File: src/rtl/led_pwm_pkg.sv
package led_pwm_pkg;

    localparam int CODE_W  = 5;
    localparam int LEVEL_W = 7;
    localparam int TIMER_W = 6;
    localparam int MODE_W  = 3;

    typedef enum logic [2:0] {
        CH_OFF,
        CH_STEADY,
        CH_FALL,
        CH_RISE,
        CH_PARKED
    } ch_state_e;

    // Expand a 5-bit brightness code to a compare level in 0..64.
    function automatic logic [LEVEL_W-1:0] code_to_level(input logic [CODE_W-1:0] c);
        logic [LEVEL_W-1:0] cx;
        cx = {2'b00, c};
        if (c <= 5'd16)
            return cx;
        else if (c <= 5'd24)
            return 7'd16 + ((cx - 7'd16) << 1);
        else if (c <= 5'd30)
            return 7'd32 + ((cx - 7'd24) << 2);
        else
            return 7'd64;
    endfunction

    // Pick the state a line enters when its byte is written.
    function automatic ch_state_e entry_state(input logic [MODE_W-1:0] m);
        if (m == 3'b000)
            return CH_OFF;
        else if (!m[2])
            return CH_STEADY;
        else if (!m[1])
            return CH_FALL;
        else
            return CH_RISE;
    endfunction

endpackage

File: src/rtl/pwm_timebase.sv
module pwm_timebase
    import led_pwm_pkg::*;
#(
    parameter int CLK_PER_TICK     = 16,
    parameter int PERIODS_PER_UNIT = 128,
    parameter int SPD_W            = 4
) (
    input  logic               clk,
    input  logic               rst_n,
    input  logic [SPD_W-1:0]   spd,
    output logic [TIMER_W-1:0] timer_o,
    output logic               step_o
);
    localparam int PRE_W = $clog2(CLK_PER_TICK + 1);
    localparam int PER_W = $clog2(PERIODS_PER_UNIT + 1);
    localparam logic [TIMER_W-1:0] TIMER_TOP = {TIMER_W{1'b1}};

    logic tick;

    generate
        if (CLK_PER_TICK == 1) begin : g_no_pre
            assign tick = 1'b1;
        end else begin : g_pre
            logic [PRE_W-1:0] pre_q;
            always_ff @(posedge clk or negedge rst_n) begin
                if (!rst_n)
                    pre_q <= '0;
                else if (pre_q == PRE_W'(CLK_PER_TICK - 1))
                    pre_q <= '0;
                else
                    pre_q <= pre_q + 1'b1;
            end
            assign tick = (pre_q == PRE_W'(CLK_PER_TICK - 1));
        end
    endgenerate

    logic [TIMER_W-1:0] timer_q;
    logic [PER_W-1:0]   per_q;
    logic [SPD_W-1:0]   unit_q;
    logic               period_end, unit_end, step_hit;

    assign period_end = tick && (timer_q == TIMER_TOP);
    assign unit_end   = period_end && (per_q == PER_W'(PERIODS_PER_UNIT - 1));
    assign step_hit   = unit_end && (spd != '0) && (unit_q >= spd - 1'b1);

    always_ff @(posedge clk or negedge rst_n) begin
        if (!rst_n) begin
            timer_q <= '0;
            per_q   <= '0;
            unit_q  <= '0;
        end else begin
            if (tick)
                timer_q <= timer_q + 1'b1;
            if (unit_end)
                per_q <= '0;
            else if (period_end)
                per_q <= per_q + 1'b1;
            if (spd == '0 || step_hit)
                unit_q <= '0;
            else if (unit_end)
                unit_q <= unit_q + 1'b1;
        end
    end

    assign timer_o = timer_q;
    assign step_o  = step_hit;

    assert_timer_wrap_R1: assert property (@(posedge clk) disable iff (!rst_n)
        (tick && timer_q == TIMER_TOP) |=> (timer_q == '0));

    assert_timer_hold_R1: assert property (@(posedge clk) disable iff (!rst_n)
        !tick |=> $stable(timer_q));

endmodule

File: src/rtl/pwm_channel.sv
module pwm_channel
    import led_pwm_pkg::*;
(
    input  logic               clk,
    input  logic               rst_n,
    input  logic               wr_hit,
    input  logic [7:0]         wr_byte,
    input  logic [CODE_W-1:0]  lim,
    input  logic               step,
    input  logic [TIMER_W-1:0] timer,
    output logic [7:0]         cfg_o,
    output logic               pwm_o
);
    ch_state_e          state_q, state_n;
    logic [MODE_W-1:0]  mode_q, mode_n;
    logic [CODE_W-1:0]  code_q, code_n;
    logic [CODE_W-1:0]  tgt;
    logic [LEVEL_W-1:0] level;
    logic               pwm_q;

    // Stop point of a ramp: limit for odd modes, else the end of the range.
    assign tgt = mode_q[0] ? lim : (mode_q[1] ? 5'd31 : 5'd0);

    always_comb begin
        state_n = state_q;
        mode_n  = mode_q;
        code_n  = code_q;
        if (wr_hit) begin
            mode_n  = wr_byte[7:5];
            code_n  = wr_byte[4:0];
            state_n = entry_state(wr_byte[7:5]);
        end else begin
            unique case (state_q)
                CH_OFF, CH_STEADY, CH_PARKED: ;
                CH_FALL: begin
                    if (step) begin
                        if (code_q > tgt) begin
                            code_n = code_q - 1'b1;
                            if (code_q - 1'b1 <= tgt)
                                state_n = CH_PARKED;
                        end else begin
                            state_n = CH_PARKED;
                        end
                    end
                end
                CH_RISE: begin
                    if (step) begin
                        if (code_q < tgt) begin
                            code_n = code_q + 1'b1;
                            if (code_q + 1'b1 >= tgt)
                                state_n = CH_PARKED;
                        end else begin
                            state_n = CH_PARKED;
                        end
                    end
                end
                default: state_n = CH_OFF;
            endcase
        end
    end

    always_ff @(posedge clk or negedge rst_n) begin
        if (!rst_n) begin
            state_q <= CH_OFF;
            mode_q  <= '0;
            code_q  <= '0;
        end else begin
            state_q <= state_n;
            mode_q  <= mode_n;
            code_q  <= code_n;
        end
    end

    assign level = code_to_level(code_q);

    always_ff @(posedge clk or negedge rst_n) begin
        if (!rst_n)
            pwm_q <= 1'b0;
        else
            pwm_q <= (state_q != CH_OFF) && ({1'b0, timer} < level);
    end

    assign pwm_o = pwm_q;
    assign cfg_o = {mode_q, code_q};

    assert_off_low_R2: assert property (@(posedge clk) disable iff (!rst_n)
        (state_q == CH_OFF) |=> !pwm_o);

    assert_full_high_R13: assert property (@(posedge clk) disable iff (!rst_n)
        (state_q != CH_OFF && code_q == 5'd31) |=> pwm_o);

    assert_steady_hold_R3: assert property (@(posedge clk) disable iff (!rst_n)
        (state_q == CH_STEADY && !wr_hit) |=> $stable(code_q));

    assert_fall_no_rise_R4: assert property (@(posedge clk) disable iff (!rst_n)
        (state_q == CH_FALL && !wr_hit) |=> (code_q <= $past(code_q)));

    assert_rise_no_fall_R6: assert property (@(posedge clk) disable iff (!rst_n)
        (state_q == CH_RISE && !wr_hit) |=> (code_q >= $past(code_q)));

    assert_parked_hold_R5: assert property (@(posedge clk) disable iff (!rst_n)
        (state_q == CH_PARKED && !wr_hit) |=> $stable(code_q));

    assert_no_step_hold_R9: assert property (@(posedge clk) disable iff (!rst_n)
        (!step && !wr_hit) |=> $stable(code_q));

endmodule

File: src/rtl/led_pwm_bank.sv
module led_pwm_bank
    import led_pwm_pkg::*;
#(
    parameter int CHANNELS         = 8,
    parameter int ADDR_W           = 4,
    parameter int CLK_PER_TICK     = 16,
    parameter int PERIODS_PER_UNIT = 128
) (
    input  logic                clk,
    input  logic                rst_n,
    input  logic                wr_en,
    input  logic [ADDR_W-1:0]   wr_addr,
    input  logic [7:0]          wr_data,
    input  logic [ADDR_W-1:0]   rd_addr,
    output logic [7:0]          rd_data,
    output logic [CHANNELS-1:0] pwm_out
);
    localparam int SPD_W = 4;
    localparam logic [ADDR_W-1:0] LIM_ADDR = ADDR_W'(CHANNELS);
    localparam logic [ADDR_W-1:0] SPD_ADDR = ADDR_W'(CHANNELS + 1);

    logic [CODE_W-1:0]  lim_q;
    logic [SPD_W-1:0]   spd_q;
    logic [TIMER_W-1:0] timer;
    logic               step;
    logic [7:0]         cfg [CHANNELS];

    always_ff @(posedge clk or negedge rst_n) begin
        if (!rst_n) begin
            lim_q <= '0;
            spd_q <= '0;
        end else if (wr_en) begin
            if (wr_addr == LIM_ADDR)
                lim_q <= wr_data[CODE_W-1:0];
            if (wr_addr == SPD_ADDR)
                spd_q <= wr_data[SPD_W-1:0];
        end
    end

    pwm_timebase #(
        .CLK_PER_TICK    (CLK_PER_TICK),
        .PERIODS_PER_UNIT(PERIODS_PER_UNIT),
        .SPD_W           (SPD_W)
    ) u_timebase (
        .clk    (clk),
        .rst_n  (rst_n),
        .spd    (spd_q),
        .timer_o(timer),
        .step_o (step)
    );

    generate
        for (genvar i = 0; i < CHANNELS; i++) begin : g_ch
            pwm_channel u_ch (
                .clk    (clk),
                .rst_n  (rst_n),
                .wr_hit (wr_en && (wr_addr == ADDR_W'(i))),
                .wr_byte(wr_data),
                .lim    (lim_q),
                .step   (step),
                .timer  (timer),
                .cfg_o  (cfg[i]),
                .pwm_o  (pwm_out[i])
            );
        end
    endgenerate

    always_comb begin
        rd_data = 8'h00;
        if (rd_addr == LIM_ADDR)
            rd_data = {3'b000, lim_q};
        else if (rd_addr == SPD_ADDR)
            rd_data = {4'b0000, spd_q};
        else
            for (int i = 0; i < CHANNELS; i++)
                if (rd_addr == ADDR_W'(i))
                    rd_data = cfg[i];
    end

    assert_freeze_R9: assert property (@(posedge clk) disable iff (!rst_n)
        (spd_q == '0) |-> !step);

    assert_reset_low_R12: assert property (@(posedge clk) disable iff (!rst_n)
        $rose(rst_n) |-> (pwm_out == '0));

endmodule

File: config.mk
export PLATFORM = sky130hd
export DESIGN_NAME = led_pwm_bank
export DESIGN_NICKNAME = d
export VERILOG_FILES = /design/src/rtl/led_pwm_pkg.sv /design/src/rtl/pwm_timebase.sv /design/src/rtl/pwm_channel.sv /design/src/rtl/led_pwm_bank.sv
export SDC_FILE = /design/constraint.sdc
export NUM_CORES = 1
export LEC_CHECK = 0
export ABC_AREA = 1
export BUFFER_PORTS_ARGS = -buffer_cell sky130_fd_sc_hd__buf_2
export CAP_MARGIN = 10
export CORE_UTILIZATION = 40
export DETAILED_ROUTE_END_ITERATION = 8
export SLEW_MARGIN = 0
export SYNTH_ARGS = -nofsm -noshare
export SYNTH_HDL_FRONTEND = slang
export SYNTH_SLANG_ARGS = --single-unit
File: constraint.sdc
create_clock -name clk -period 3 [get_ports clk]
set_input_delay 0.3 -clock clk [delete_from_list [all_inputs] [get_ports clk]]
set_output_delay 0.3 -clock clk [all_outputs]
set_load 0.02 [all_outputs]
==> flow_summary.toml <==
[timing]
timing.fmax_ghz = 0.360
timing.clock.skew_ns = 0.0110
finalWorstSetupSlack_ns = 0.219
max_slew.worst_pin.slew_ns = 1.11
min_period_ns = 2.78
drv_slew = 0
rsz0062_at_grt = "false"
timing.slew.headroom_pct = 25.6
final.setup.tns_ns = 0
setup_failing_eps_final = 0
worst_hold_slack_ns = 0.229
hold_viol_final = 0
ratio_of_final_minimum_period_to_clock_period_pct = 92.7

[synth]
synth.avg_cell_area_um2 = 6.74
synthesis.instances = 2029
ys_seq_area_share_pct = 23.4
synthesis.area_um2 = 13700
synth_seq_cells = 128
yosysWarningCount = 0
yosysUniqueCellTypes = 45
synthesis.nets = 2257

[grt]
global_route.usage.met2_pct = 40.9
globalRoute.totalOverflow = 0
busiest_layer = "met2"
aggregate_global_route_resource_usage_pct = 24.7
grt_max_degree = 66
groute.layer.met3.usage_pct = 3.66
number_of_global_route_vias_before_repair = 12900
antenna_found_initial = 1
global_route_wire_length_before_repair_um = 68400
globalRouteMet1Util_pct = 32.7

[clock_tree]
clock_tree.htree_level_count = 4
clock_tree.root_cell = "clkbuf_16"
clock_path_buffers = 2
clk-insertion-delay-late_ns = 0.44
tritoncts_clock_tree = "yes"
post_cts_resize_count = 0
clk_pin_slew_worst_paths_ns = 0.06
cts_sinks = 128
numCtsBuffers = 17

[critical_path]
critical_path.reg2reg.startpoint = "g_ch[2].u_ch.code_q[3]"
worst-r2r-setup-slack_ns = 0.22
worst-endpoint-required_ns = 3.36
worst_setup_path_start_kind = "register"
r2r.worst_path.cells = 13
timing.setup.critical_path_class = "reg2reg"
crit_fanout = 8
reg_to_reg_critical_path_endpoint = "g_ch[2].u_ch.pwm_o"
critical_path_arrival_ns = 3.14
end_kind = "register"

[power_and_ir_drop]
clkPwrFrac_pct = 13.3
power.internal_mw = 7.32
leakage_nw = 8.06
sw_frac_of_total_pct = 52.4
seq_power_share_pct = 20.0
switchingPower_mw = 8.06
power_after_layout_mw = 15.4
p_comb_share_pct = 66.7
power-per-cell-area_nw_per_um2 = 1010
max-vdd-ir-drop_mv = 0.463

[placement]
dp.final_hpwl_um = 32500
numPortBuffers = 34
place_congestion = 0.955
dp_worst_setup_slack_ns = 0.292

[final_layout]
design.final.nets = 2318
layout_overhead_on_the_synthesized_area_pct = 10.9
final_common_cell = "nand2_1"
post_route_cells_drive_above_1_share_pct = 6.70
final_core_utilization_pct = 45.1
most-common-layout-cells = "nand2_1 (559), inv_1 (300), ha_1 (209)"

[min_path]
timing.hold.worst_endpoint = "g_ch[6].u_ch.mode_q[1]"
hold_path.startpoint = "wr_data[6]"
min-delay-path-class = "in2reg"
min_path_cells = 3

[route]
detail_route.wl_per_cell_um = 16.7
detailedRoute.firstPassIterationCount = 5
drt-vias-per-instance = 5.29
num_vias = 13500
final_routed_wirelength_um = 42600
route.antenna.remaining_nets = 0
drt_iter0_drc = 1080
detail_route.drc_violations = 0

[floorplanning]
boundaryPins = 35
dieHeight_um = 187
initial_cell_density_of_the_core_pct = 40.7
core_um2 = 33600
rows = 67
fp.dieArea_um2 = 34900
die_w_um = 187

[run_status]
status = "complete, no violations"

[run]
maxCapViolations = 0
## routing by layer
| metal | wire (µm) | vias to the layer above |
|---|---|---|
| li1 | - | 6767 |
| met1 | 19300 | 6269 |
| met2 | 19600 | 391 |
| met3 | 2610 | 66 |
| met4 | 1080 | 0 |
| met5 | 0 | - |
## logic make-up (layout without fill, tap and decap cells)
logic type | count (synthesis) | in the layout | share of synthesized area, %
compound gates | 362 | 362 | 14.8
xor+xnor | 73 | 73 | 4.67
fa+ha+maj | 209 | 209 | 19.1
buf+inv | 350 | 424 | 9.94
flops | 128 | 128 | 23.4
mux | 1 | 1 | 0.0823
other cells | 0 | 1 | 0
simple gates | 906 | 906 | 27.9
## power groups by stage
stage | Combinational, mW | Clock, mW | Sequential, mW
floorplan | 7.81 | 0 | 2.76
global placement | 9.93 | 0 | 3.07
detailed placement | 10.2 | 0 | 3.09
CTS | 10.2 | 2.07 | 3.06
global route | 11.8 | 2.13 | 3.17
finish | 10.3 | 2.04 | 3.08
## synthesized netlist by cell type, drive strengths merged
cell type    n  share of area (%)
a211oi       2               0.11
a21oi       84                3.1
a22oi        7               0.38
a31o         1              0.064
a31oi        3               0.14
buf         18               0.83
clkbuf      25               0.69
clkinv       6               0.16
dfrtp      128                 23
ha         209                 19
inv        301                8.3
mux2         1              0.082
nand2      563                 16
nand3      131                5.2
nand3b       8               0.44
nand4       29                1.3
nor2       149                4.3
nor3        21               0.80
nor3b        1              0.055
nor4         2              0.091
o211ai      16               0.99
o21a         9               0.49
o21ai      198                7.3
o21bai       2               0.11
o221ai      18                1.2
o22ai       18               0.82
o31ai        4               0.22
or2          2              0.091
xnor2       15               0.96
xor2        58                3.7
## area by class of cell
class                           instances  area, µm²
Clock inverter                         14        118
Timing Repair Buffer                   85        574
Tap cell                              448        561
Antenna cell                            1       2.50
Sequential cell                       128       3200
Clock buffer                           18        439
Multi-Input combinational cell       1551       9120
Fill cell                            3531      18400
Inverter                              307       1150
## worst max-delay path by stage
stage,start,end,slack [ns],cells after the start
after floorplan,g_ch[6].u_ch.code_q[3],g_ch[6].u_ch.pwm_o,0.75,16
after global placement,g_ch[2].u_ch.code_q[3],g_ch[2].u_ch.pwm_o,0.36,13
after detailed placement,g_ch[2].u_ch.code_q[3],g_ch[2].u_ch.pwm_o,0.29,13
after CTS,g_ch[2].u_ch.code_q[3],g_ch[2].u_ch.pwm_o,0.27,13
after global routing,g_ch[7].u_ch.code_q[0],g_ch[7].u_ch.state_q[2],0.06,17
final,g_ch[2].u_ch.code_q[3],g_ch[2].u_ch.pwm_o,0.22,13
## metrics by stage
stage	cells	area, µm²
floorplan	2029	13700
global placement	2518	14600
detailed placement	2518	14600
CTS	2551	15200
global route	2551	15200
finish	2552	15200
## sequential cells by signal, indices dropped and copies added (netlist names)
signal,count
u_timebase.per_q,8
u_timebase.g_pre.pre_q,5
g_ch.u_ch.mode_q,24
spd_q,4
lim_q,5
g_ch.u_ch.state_q,24
g_ch.u_ch.pwm_o,8
u_timebase.unit_q,4
g_ch.u_ch.code_q,40
u_timebase.timer_o,6
## worst max-delay path: stages (launching register included)
cell and delay, ns:
dfrtp_1 0.50, inv_1 0.28, ha_1 0.19, inv_1 0.03, o21ai_0 0.37, inv_1 0.21
o221ai_1 0.11, o21ai_0 0.13, ha_1 0.30, a21oi_1 0.17, nand2_1 0.08, nand4_1 0.08
nand3_1 0.13, nor2_1 0.13
## timing repair
action	in CTS	in global routing
endpoints found under the hold margin	63	0
setup buffers	0	0
hold buffers	1	0
Power figures use the tool's default switching activity.
